`src/rtl/tef_pkg.sv`:
```
package tef_pkg;

   localparam logic [2:0] MODE_CFG = 3'b100;

   localparam int N_SRC   = 4;
   localparam int CTL_W   = 3 + N_SRC;
   localparam int B_FLUSH = 0;
   localparam int B_ADV   = 1;
   localparam int B_STAMP = 2;
   localparam int B_EN_LO = 3;

   localparam int SRC_NE   = 0;
   localparam int SRC_HALF = 1;
   localparam int SRC_FULL = 2;
   localparam int SRC_OVF  = 3;

   typedef struct packed {
      logic [N_SRC-1:0] irq_en;
      logic             stamp_en;
      logic             advance;
      logic             flush;
   } ctl_t;

endpackage

```
`src/rtl/tef_ctrl.sv`:
```
module tef_ctrl
   import tef_pkg::*;
(
   input  logic             clk,
   input  logic             rst_n,
   input  logic [2:0]       op_mode,
   input  logic             wr_en,
   input  logic [CTL_W-1:0] wr_data,
   output ctl_t             ctl
);

   always_ff @(posedge clk or negedge rst_n) begin
      if (!rst_n) begin
         ctl <= '0;
      end else begin
         ctl.flush   <= wr_en && wr_data[B_FLUSH];
         ctl.advance <= wr_en && wr_data[B_ADV];
         if (wr_en) begin
            ctl.irq_en <= wr_data[B_EN_LO +: N_SRC];
         end
         if (wr_en && (op_mode == MODE_CFG)) begin
            ctl.stamp_en <= wr_data[B_STAMP];
         end
      end
   end

   // timestamp enable is frozen outside configuration mode
   a_r8_stamp_locked : assert property (@(posedge clk) disable iff (!rst_n)
      (op_mode != MODE_CFG) |=> (ctl.stamp_en == $past(ctl.stamp_en)));

   // advance is a one-shot that hardware clears
   a_r3_advance_one_shot : assert property (@(posedge clk) disable iff (!rst_n)
      (ctl.advance && !wr_en) |=> !ctl.advance);

   // flush is a one-shot that hardware clears
   a_r6_flush_one_shot : assert property (@(posedge clk) disable iff (!rst_n)
      (ctl.flush && !wr_en) |=> !ctl.flush);

endmodule

```
`src/rtl/tef_stamp.sv`:
```
module tef_stamp #(
   parameter int W = 32
) (
   input  logic         clk,
   input  logic         rst_n,
   output logic [W-1:0] value
);

   always_ff @(posedge clk or negedge rst_n) begin
      if (!rst_n) value <= '0;
      else        value <= value + W'(1);
   end

endmodule

```
`src/rtl/tef_store.sv`:
```
module tef_store #(
   parameter  int DEPTH   = 4,
   parameter  int DATA_W  = 16,
   parameter  int STAMP_W = 32,
   localparam int PTR_W   = $clog2(DEPTH),
   localparam int CNT_W   = PTR_W + 1,
   localparam int ENT_W   = 1 + STAMP_W + DATA_W
) (
   input  logic               clk,
   input  logic               rst_n,
   input  logic               flush,
   input  logic               advance,
   input  logic               stamp_en,
   input  logic               push_valid,
   input  logic [DATA_W-1:0]  push_data,
   input  logic [STAMP_W-1:0] stamp_val,
   output logic [DATA_W-1:0]  tail_data,
   output logic [STAMP_W-1:0] tail_stamp,
   output logic               tail_stamped,
   output logic [CNT_W-1:0]   count,
   output logic               overflow
);

   logic [PTR_W-1:0] wr_ptr, rd_ptr;
   logic [CNT_W-1:0] count_q;
   logic             ovf_q;
   logic [ENT_W-1:0] mem [DEPTH];
   logic [ENT_W-1:0] entry, rd_entry;
   logic             is_full, is_empty, pop_fire, push_ok;

   assign is_full  = (count_q == CNT_W'(DEPTH));
   assign is_empty = (count_q == '0);
   assign pop_fire = advance && !is_empty;
   assign push_ok  = push_valid && (!is_full || pop_fire);
   assign entry    = {stamp_en, (stamp_en ? stamp_val : {STAMP_W{1'b0}}), push_data};

   always_ff @(posedge clk or negedge rst_n) begin
      if (!rst_n) begin
         wr_ptr  <= '0;
         rd_ptr  <= '0;
         count_q <= '0;
         ovf_q   <= 1'b0;
      end else if (flush) begin
         wr_ptr  <= '0;
         rd_ptr  <= '0;
         count_q <= '0;
         ovf_q   <= 1'b0;
      end else begin
         if (push_ok)  wr_ptr <= wr_ptr + PTR_W'(1);
         if (pop_fire) rd_ptr <= rd_ptr + PTR_W'(1);
         unique case ({push_ok, pop_fire})
            2'b10:   count_q <= count_q + CNT_W'(1);
            2'b01:   count_q <= count_q - CNT_W'(1);
            default: count_q <= count_q;
         endcase
         if (push_valid && !push_ok) ovf_q <= 1'b1;
      end
   end

   always_ff @(posedge clk) begin
      if (push_ok && !flush) mem[wr_ptr] <= entry;
   end

   assign rd_entry     = mem[rd_ptr];
   assign tail_data    = rd_entry[DATA_W-1:0];
   assign tail_stamp   = rd_entry[DATA_W +: STAMP_W];
   assign tail_stamped = rd_entry[ENT_W-1];
   assign count        = count_q;
   assign overflow     = ovf_q;

   // a flush empties the FIFO and clears overflow on the next edge
   a_r6_flush_empties : assert property (@(posedge clk) disable iff (!rst_n)
      flush |=> (count_q == '0 && !ovf_q));

   // a write to a full FIFO without a pop is dropped and flagged
   a_r7_full_drop : assert property (@(posedge clk) disable iff (!rst_n)
      (push_valid && is_full && !advance && !flush) |=> (is_full && ovf_q));

   // advance on an empty FIFO leaves it empty
   a_r4_empty_advance : assert property (@(posedge clk) disable iff (!rst_n)
      (advance && is_empty && !push_valid && !flush) |=> (count_q == '0));

   // simultaneous write and advance keep occupancy
   a_r5_push_pop : assert property (@(posedge clk) disable iff (!rst_n)
      (advance && push_valid && !is_empty && !flush) |=> $stable(count_q));

   // occupancy never exceeds the depth
   a_r2_bounded : assert property (@(posedge clk) disable iff (!rst_n)
      count_q <= CNT_W'(DEPTH));

endmodule

```
`src/rtl/tef_irq.sv`:
```
module tef_irq #(
   parameter int N = 4
) (
   input  logic [N-1:0] flags,
   input  logic [N-1:0] enables,
   output logic         irq
);

   logic [N-1:0] masked;

   for (genvar g = 0; g < N; g++) begin : g_src
      assign masked[g] = flags[g] & enables[g];
   end

   assign irq = |masked;

endmodule

```
`src/rtl/tx_event_fifo.sv`:
```
module tx_event_fifo
   import tef_pkg::*;
#(
   parameter int DEPTH   = 4,
   parameter int DATA_W  = 16,
   parameter int STAMP_W = 32
) (
   input  logic                   clk,
   input  logic                   rst_n,
   input  logic [2:0]             op_mode,
   input  logic                   ctl_wr_en,
   input  logic [6:0]             ctl_wr_data,
   output logic [6:0]             ctl_rd_data,
   input  logic                   evt_valid,
   input  logic [DATA_W-1:0]      evt_data,
   output logic [DATA_W-1:0]      tail_data,
   output logic [STAMP_W-1:0]     tail_stamp,
   output logic                   tail_stamped,
   output logic [$clog2(DEPTH):0] occupancy,
   output logic                   not_empty,
   output logic                   half_full,
   output logic                   full,
   output logic                   overflow,
   output logic                   irq
);

   localparam int CNT_W = $clog2(DEPTH) + 1;

   if (DEPTH < 2 || (DEPTH & (DEPTH - 1)) != 0) begin : g_bad_depth
      $error("DEPTH must be a power of two and at least 2");
   end
   if (DATA_W < 1 || STAMP_W < 1) begin : g_bad_width
      $error("DATA_W and STAMP_W must be positive");
   end
   if (CTL_W != 7) begin : g_bad_ctl
      $error("control word layout must be 7 bits");
   end

   ctl_t               ctl;
   logic [STAMP_W-1:0] stamp_now;
   logic [CNT_W-1:0]   count;
   logic [N_SRC-1:0]   flags;

   tef_ctrl u_ctrl (
      .clk     (clk),
      .rst_n   (rst_n),
      .op_mode (op_mode),
      .wr_en   (ctl_wr_en),
      .wr_data (ctl_wr_data),
      .ctl     (ctl)
   );

   tef_stamp #(.W(STAMP_W)) u_stamp (
      .clk   (clk),
      .rst_n (rst_n),
      .value (stamp_now)
   );

   tef_store #(.DEPTH(DEPTH), .DATA_W(DATA_W), .STAMP_W(STAMP_W)) u_store (
      .clk          (clk),
      .rst_n        (rst_n),
      .flush        (ctl.flush),
      .advance      (ctl.advance),
      .stamp_en     (ctl.stamp_en),
      .push_valid   (evt_valid),
      .push_data    (evt_data),
      .stamp_val    (stamp_now),
      .tail_data    (tail_data),
      .tail_stamp   (tail_stamp),
      .tail_stamped (tail_stamped),
      .count        (count),
      .overflow     (overflow)
   );

   assign occupancy = count;
   assign not_empty = (count != '0);
   assign half_full = (count >= CNT_W'(DEPTH / 2));
   assign full      = (count == CNT_W'(DEPTH));

   assign flags[SRC_NE]   = not_empty;
   assign flags[SRC_HALF] = half_full;
   assign flags[SRC_FULL] = full;
   assign flags[SRC_OVF]  = overflow;

   tef_irq #(.N(N_SRC)) u_irq (
      .flags   (flags),
      .enables (ctl.irq_en),
      .irq     (irq)
   );

   assign ctl_rd_data = ctl;

endmodule

```
`config.mk`:
```
export PLATFORM = sky130hd
export DESIGN_NAME = tx_event_fifo
export DESIGN_NICKNAME = d
export VERILOG_FILES = /design/src/rtl/tef_pkg.sv /design/src/rtl/tef_ctrl.sv /design/src/rtl/tef_stamp.sv /design/src/rtl/tef_store.sv /design/src/rtl/tef_irq.sv /design/src/rtl/tx_event_fifo.sv
export SDC_FILE = /design/constraint.sdc
export NUM_CORES = 1
export LEC_CHECK = 0
export BUFFER_PORTS_ARGS = -buffer_cell sky130_fd_sc_hd__buf_2
export CORE_MARGIN = 4
export CORE_UTILIZATION = 53
export DETAILED_ROUTE_END_ITERATION = 12
export PLACE_DENSITY = 0.84
export SYNTH_ARGS = -nofsm -noshare
export SYNTH_HDL_FRONTEND = slang
export SYNTH_SLANG_ARGS = --single-unit
```
`constraint.sdc`:
```
create_clock -name clk -period 2.5 [get_ports clk]
set_clock_uncertainty 0.2 [all_clocks]
set_input_delay 0.125 -clock clk [delete_from_list [all_inputs] [get_ports clk]]
set_output_delay 0.125 -clock clk [all_outputs]
set_load 0.03 [all_outputs]
```
==> flow_results.org <==
** GRT
- Summed over all layers, the global routing overflow is 0.
- GRT Overall Usage :: 0.182
- The number of antenna violations at the first check in global routing was 0.
- Wire length of the first global-routing pass :: 28900 um
- The number of global-route vias before repair is 5446.
- Entering global routing, the biggest net connects 50 pins.

** Floorplanning
- Starting density of the core :: 0.545
- Core ar. :: 17500 um^2
- The die covers 20200 um^2.
- The initialized floorplan defines 48 standard-cell rows.
- Die Width :: 142 um
- 94 I/O pins were placed.
- The floorplan step set the die height to 142 um.

** Final layout
- Post-Route Utilization :: 0.651
- From synthesis to final layout, the design area changed by 19.5%.
- In the final layout, the share of cells above drive strength 1 is 0.311.
- Final net count :: 675
- Top library cells by usage in the layout, fill and taps aside :: 196 x sky130_fd_sc_hd__edfxtp_1, 93 x sky130_fd_sc_hd__buf_2, 49 x sky130_fd_sc_hd__mux4_2, 45 x sky130_fd_sc_hd__dfrtp_1, 34 x sky130_fd_sc_hd__and2_1
- The number of antenna diodes in the final layout is 0.
- Leaving out fill and tap cells, the most frequent cell in the layout is sky130_fd_sc_hd__edfxtp_1.

** Yosys
- Warnings, synthesis :: 0
- Of the total synthesized cell area, the portion taken by AND, OR, NAND and NOR gates is 0.0708.
- In the synthesized netlist the dominant register cell turns out to be sky130_fd_sc_hd__edfxtp_1.
- After synthesis, the largest family of logic cells by area is multiplexers.
- Post-synthesis net count :: 536
- For this run, the register share of the synthesized area comes to 0.742.
- Mux share of post-synthesis cell area :: 0.123
- #FFs+latches synth :: 243
- Of the total synthesized cell area, the portion taken by XOR and XNOR cells is 0.0322.
- The share of the synthesized area in compound gates (AO/OA/AOI/OAI) is 0.00985.
- Post-Syn Area :: 9520 um^2
- Count of flip-flops with a built-in enable after synthesis :: 196
- The number of different library cells used by synthesis comes to 38.
- Adder-cell area share of the yosys netlist :: 0.00867
- The average instance in the mapped netlist occupies 19.0 um^2.
- Share of flip-flops with an asynchronous set or reset after synthesis :: 0.193
- Synthesis produced a netlist whose cell count is 500.

** Power
- Reported leakage power :: 4.22 nW
- Peak VDD IR :: 0.000824 V
- The design draws 0.0119 W.
- In this run the power density over the cells is 1050 nW/um^2.

** Setup path
- By startpoint and endpoint, the worst setup path is classified as reg -> out.
- Reg-to-reg endpoint :: u_store.count[1]
- Start point of the critical path :: u_store.rd_ptr[0]
- Critical path's top delay family :: multiplexers
- For the worst setup path, the data required time is 2.17 ns.
- The worst setup path is captured at an output pin.
- Walking the worst path, the cells encountered are buf_12 -> mux4_2 -> buf_2.
- Arrival time reported for the critical path endpoint :: 2.02 ns
- Number of cells traversed by the worst register-to-register path :: 7
- FF-to-FF Start :: u_store.count[0]
- Max stage delay cell, worst path :: sky130_fd_sc_hd__mux4_2
- Maximum net fanout on the critical path :: 34
- STA classifies the critical path startpoint as a flip-flop.
- Maximum single-stage delay on the critical path :: 0.56 ns
- Reg2Reg Setup Slack :: 0.19 ns
- Counting buffers and inverters, the worst setup path is 3 cells deep.
- The number of buffers and inverters on the critical path is 2.
- Endpoint of the most critical setup path :: tail_stamp[13]

** Place
- Port buffering added 93 buffers.
- OpenSTA, run right after detailed placement, puts the worst setup slack at 0.131 ns.
- Global placer's final weighted congestion :: 0.788
- Detailed placement ended at an HPWL of 10400 um.

** Timing
- Final Slew Violations :: 0
- Measured slew at the worst slew-check pin :: 0.662 ns
- Slew Limit Headroom :: 0.558
- The count of final hold-check violations came to 15.
- Adding up every negative setup slack in the final design gives 0 ns.
- Period utilization :: 0.937
- Setup repair after global routing left no endpoint under its margin.
- Worst path setup slack after routing :: 0.158 ns
- Clock period minus final worst setup slack :: 2.34 ns
- Worst hold slack :: -0.0106 ns
- Final-report setup violation count :: 0
- Max frequency :: 0.427 GHz

** Route
- Mean routed wirelength per cell :: 20.1 um
- Detailed Routing Iterations Pass 1 :: 5
- In this run the remaining antenna-violating nets after routing total 0.
- After the first detailed-routing iteration, the DRC count stood at 327.
- Total via count after detailed routing :: 4948
- Total Wirelength :: 17700 um
- In the routed layout, each cell is associated on average with a via count of 5.62.
- Number of design rule violations left after detail routing :: 0

** Clocking
- Clock transition at the registers of the reported paths :: 0.06 ns
- Root Buffer Master :: sky130_fd_sc_hd__clkbuf_16
- Clock network latency to the later pin of the worst-skew pair :: 0.50 ns
- Number of clock sinks :: 243
- TritonCTS built the clock tree.
- Post-CTS Repair Setup Buffers :: 0
- Max H-tree Level :: 1
- Cts bufs inserted :: 24
- In this run the deepest clock path goes through 3 buffers.

** Hold path
- In this run the worst hold path is classified as in -> async.

** Run status
- The checks that failed: hold timing.
- Result of the run :: complete, but fails checks

** Job
- Max-cap violations :: 0
==> per-stage QoR <==
| stage | cells | area (um^2) |
|---|---|---|
| floorplan | 500 | 9530 |
| global placement | 806 | 10300 |
| detailed placement | 806 | 10300 |
| CTS | 881 | 11400 |
| global route | 881 | 11400 |
| finish | 881 | 11400 |
==> registers in the layout, summed over array words and instances, names as in the netlist <==
signal            flops
u_ctrl.ctl            7
u_stamp.value        32
u_store.count         3
u_store.mem         196
u_store.overflow      1
u_store.rd_ptr        2
u_store.wr_ptr        2
==> worst min-delay path by stage <==
stage                     startpoint               end  slack (ns)  cells past startpoint
after CTS                      rst_n  u_store.overflow       0.004                      2
after floorplan                rst_n     u_ctrl.ctl[0]       -0.37                      0
after detailed placement       rst_n     u_ctrl.ctl[3]       -0.01                      1
after global routing           rst_n     u_ctrl.ctl[3]        0.05                      2
after global placement         rst_n     u_ctrl.ctl[3]       -0.03                      1
final                          rst_n     u_ctrl.ctl[3]       -0.01                      2
==> per-layer routing <==
| layer | wire length, um | GRT usage | vias to the layer above |
|---|---|---|---|
| li1 | - | - | 2210 |
| met1 | 7070 | 0.235 | 2557 |
| met2 | 9380 | 0.325 | 168 |
| met3 | 1080 | 0.0306 | 13 |
| met4 | 196 | 0.0429 | 0 |
| met5 | 0 | 0 | - |
==> cells in the mapped netlist, drive strengths merged (2+ instances only) <==
cell type	number	area (um^2)
a31oi	3	18.8
edfxtp	196	5890
xor2	10	87.6
clkbuf	12	45.0
and2	39	245
o21ai	2	10.0
nand4	6	52.6
mux2	5	56.3
ha	5	62.6
buf	10	55.1
mux4	49	1100
nor4	2	42.5
nand2b	2	12.5
nor2	18	67.6
a21oi	3	15.0
xnor2	25	219
nor3	6	35.0
nand3	23	120
inv	9	33.8
dfrtp	47	1180
nand2	15	56.3
and3	3	18.8
==> power breakdown <==
| part | internal [W] | switching, W | total (W) |
|---|---|---|---|
| logic | 0.00129 | 0.00222 | 0.00351 |
| clock network | 0.00192 | 0.00139 | 0.00330 |
| registers | 0.00492 | 0.000197 | 0.00511 |
==> area by class of cell <==
type | count | area [um^2]
Sequential cell | 243 | 7070
Tap cell | 225 | 282
Multi-Input combinational cell | 226 | 2340
Fill cell | 1123 | 6090
Clock inverter | 14 | 86.3
Timing Repair Buffer | 135 | 936
Inverter | 9 | 33.8
Clock buffer | 29 | 641
==> logic make-up (layout without fill, tap and decap cells) <==
| family | Yosys count | in the layout |
|---|---|---|
| DFF | 243 | 243 |
| and+or+nand+nor | 117 | 117 |
| muxes | 55 | 55 |
| xor gates and xnor gates | 35 | 35 |
| buffers and inverters | 31 | 187 |
| AOI/OAI and AO/OA | 13 | 13 |
| adders and majority gates | 6 | 6 |
==> what timing repair did <==
item	in CTS	in global routing
resized for setup	0	1
hold endpoints to repair	124	0
setup endpoints to repair	0	1
hold buffers	32	0
Note: power is estimated with default switching activity, not from simulation.
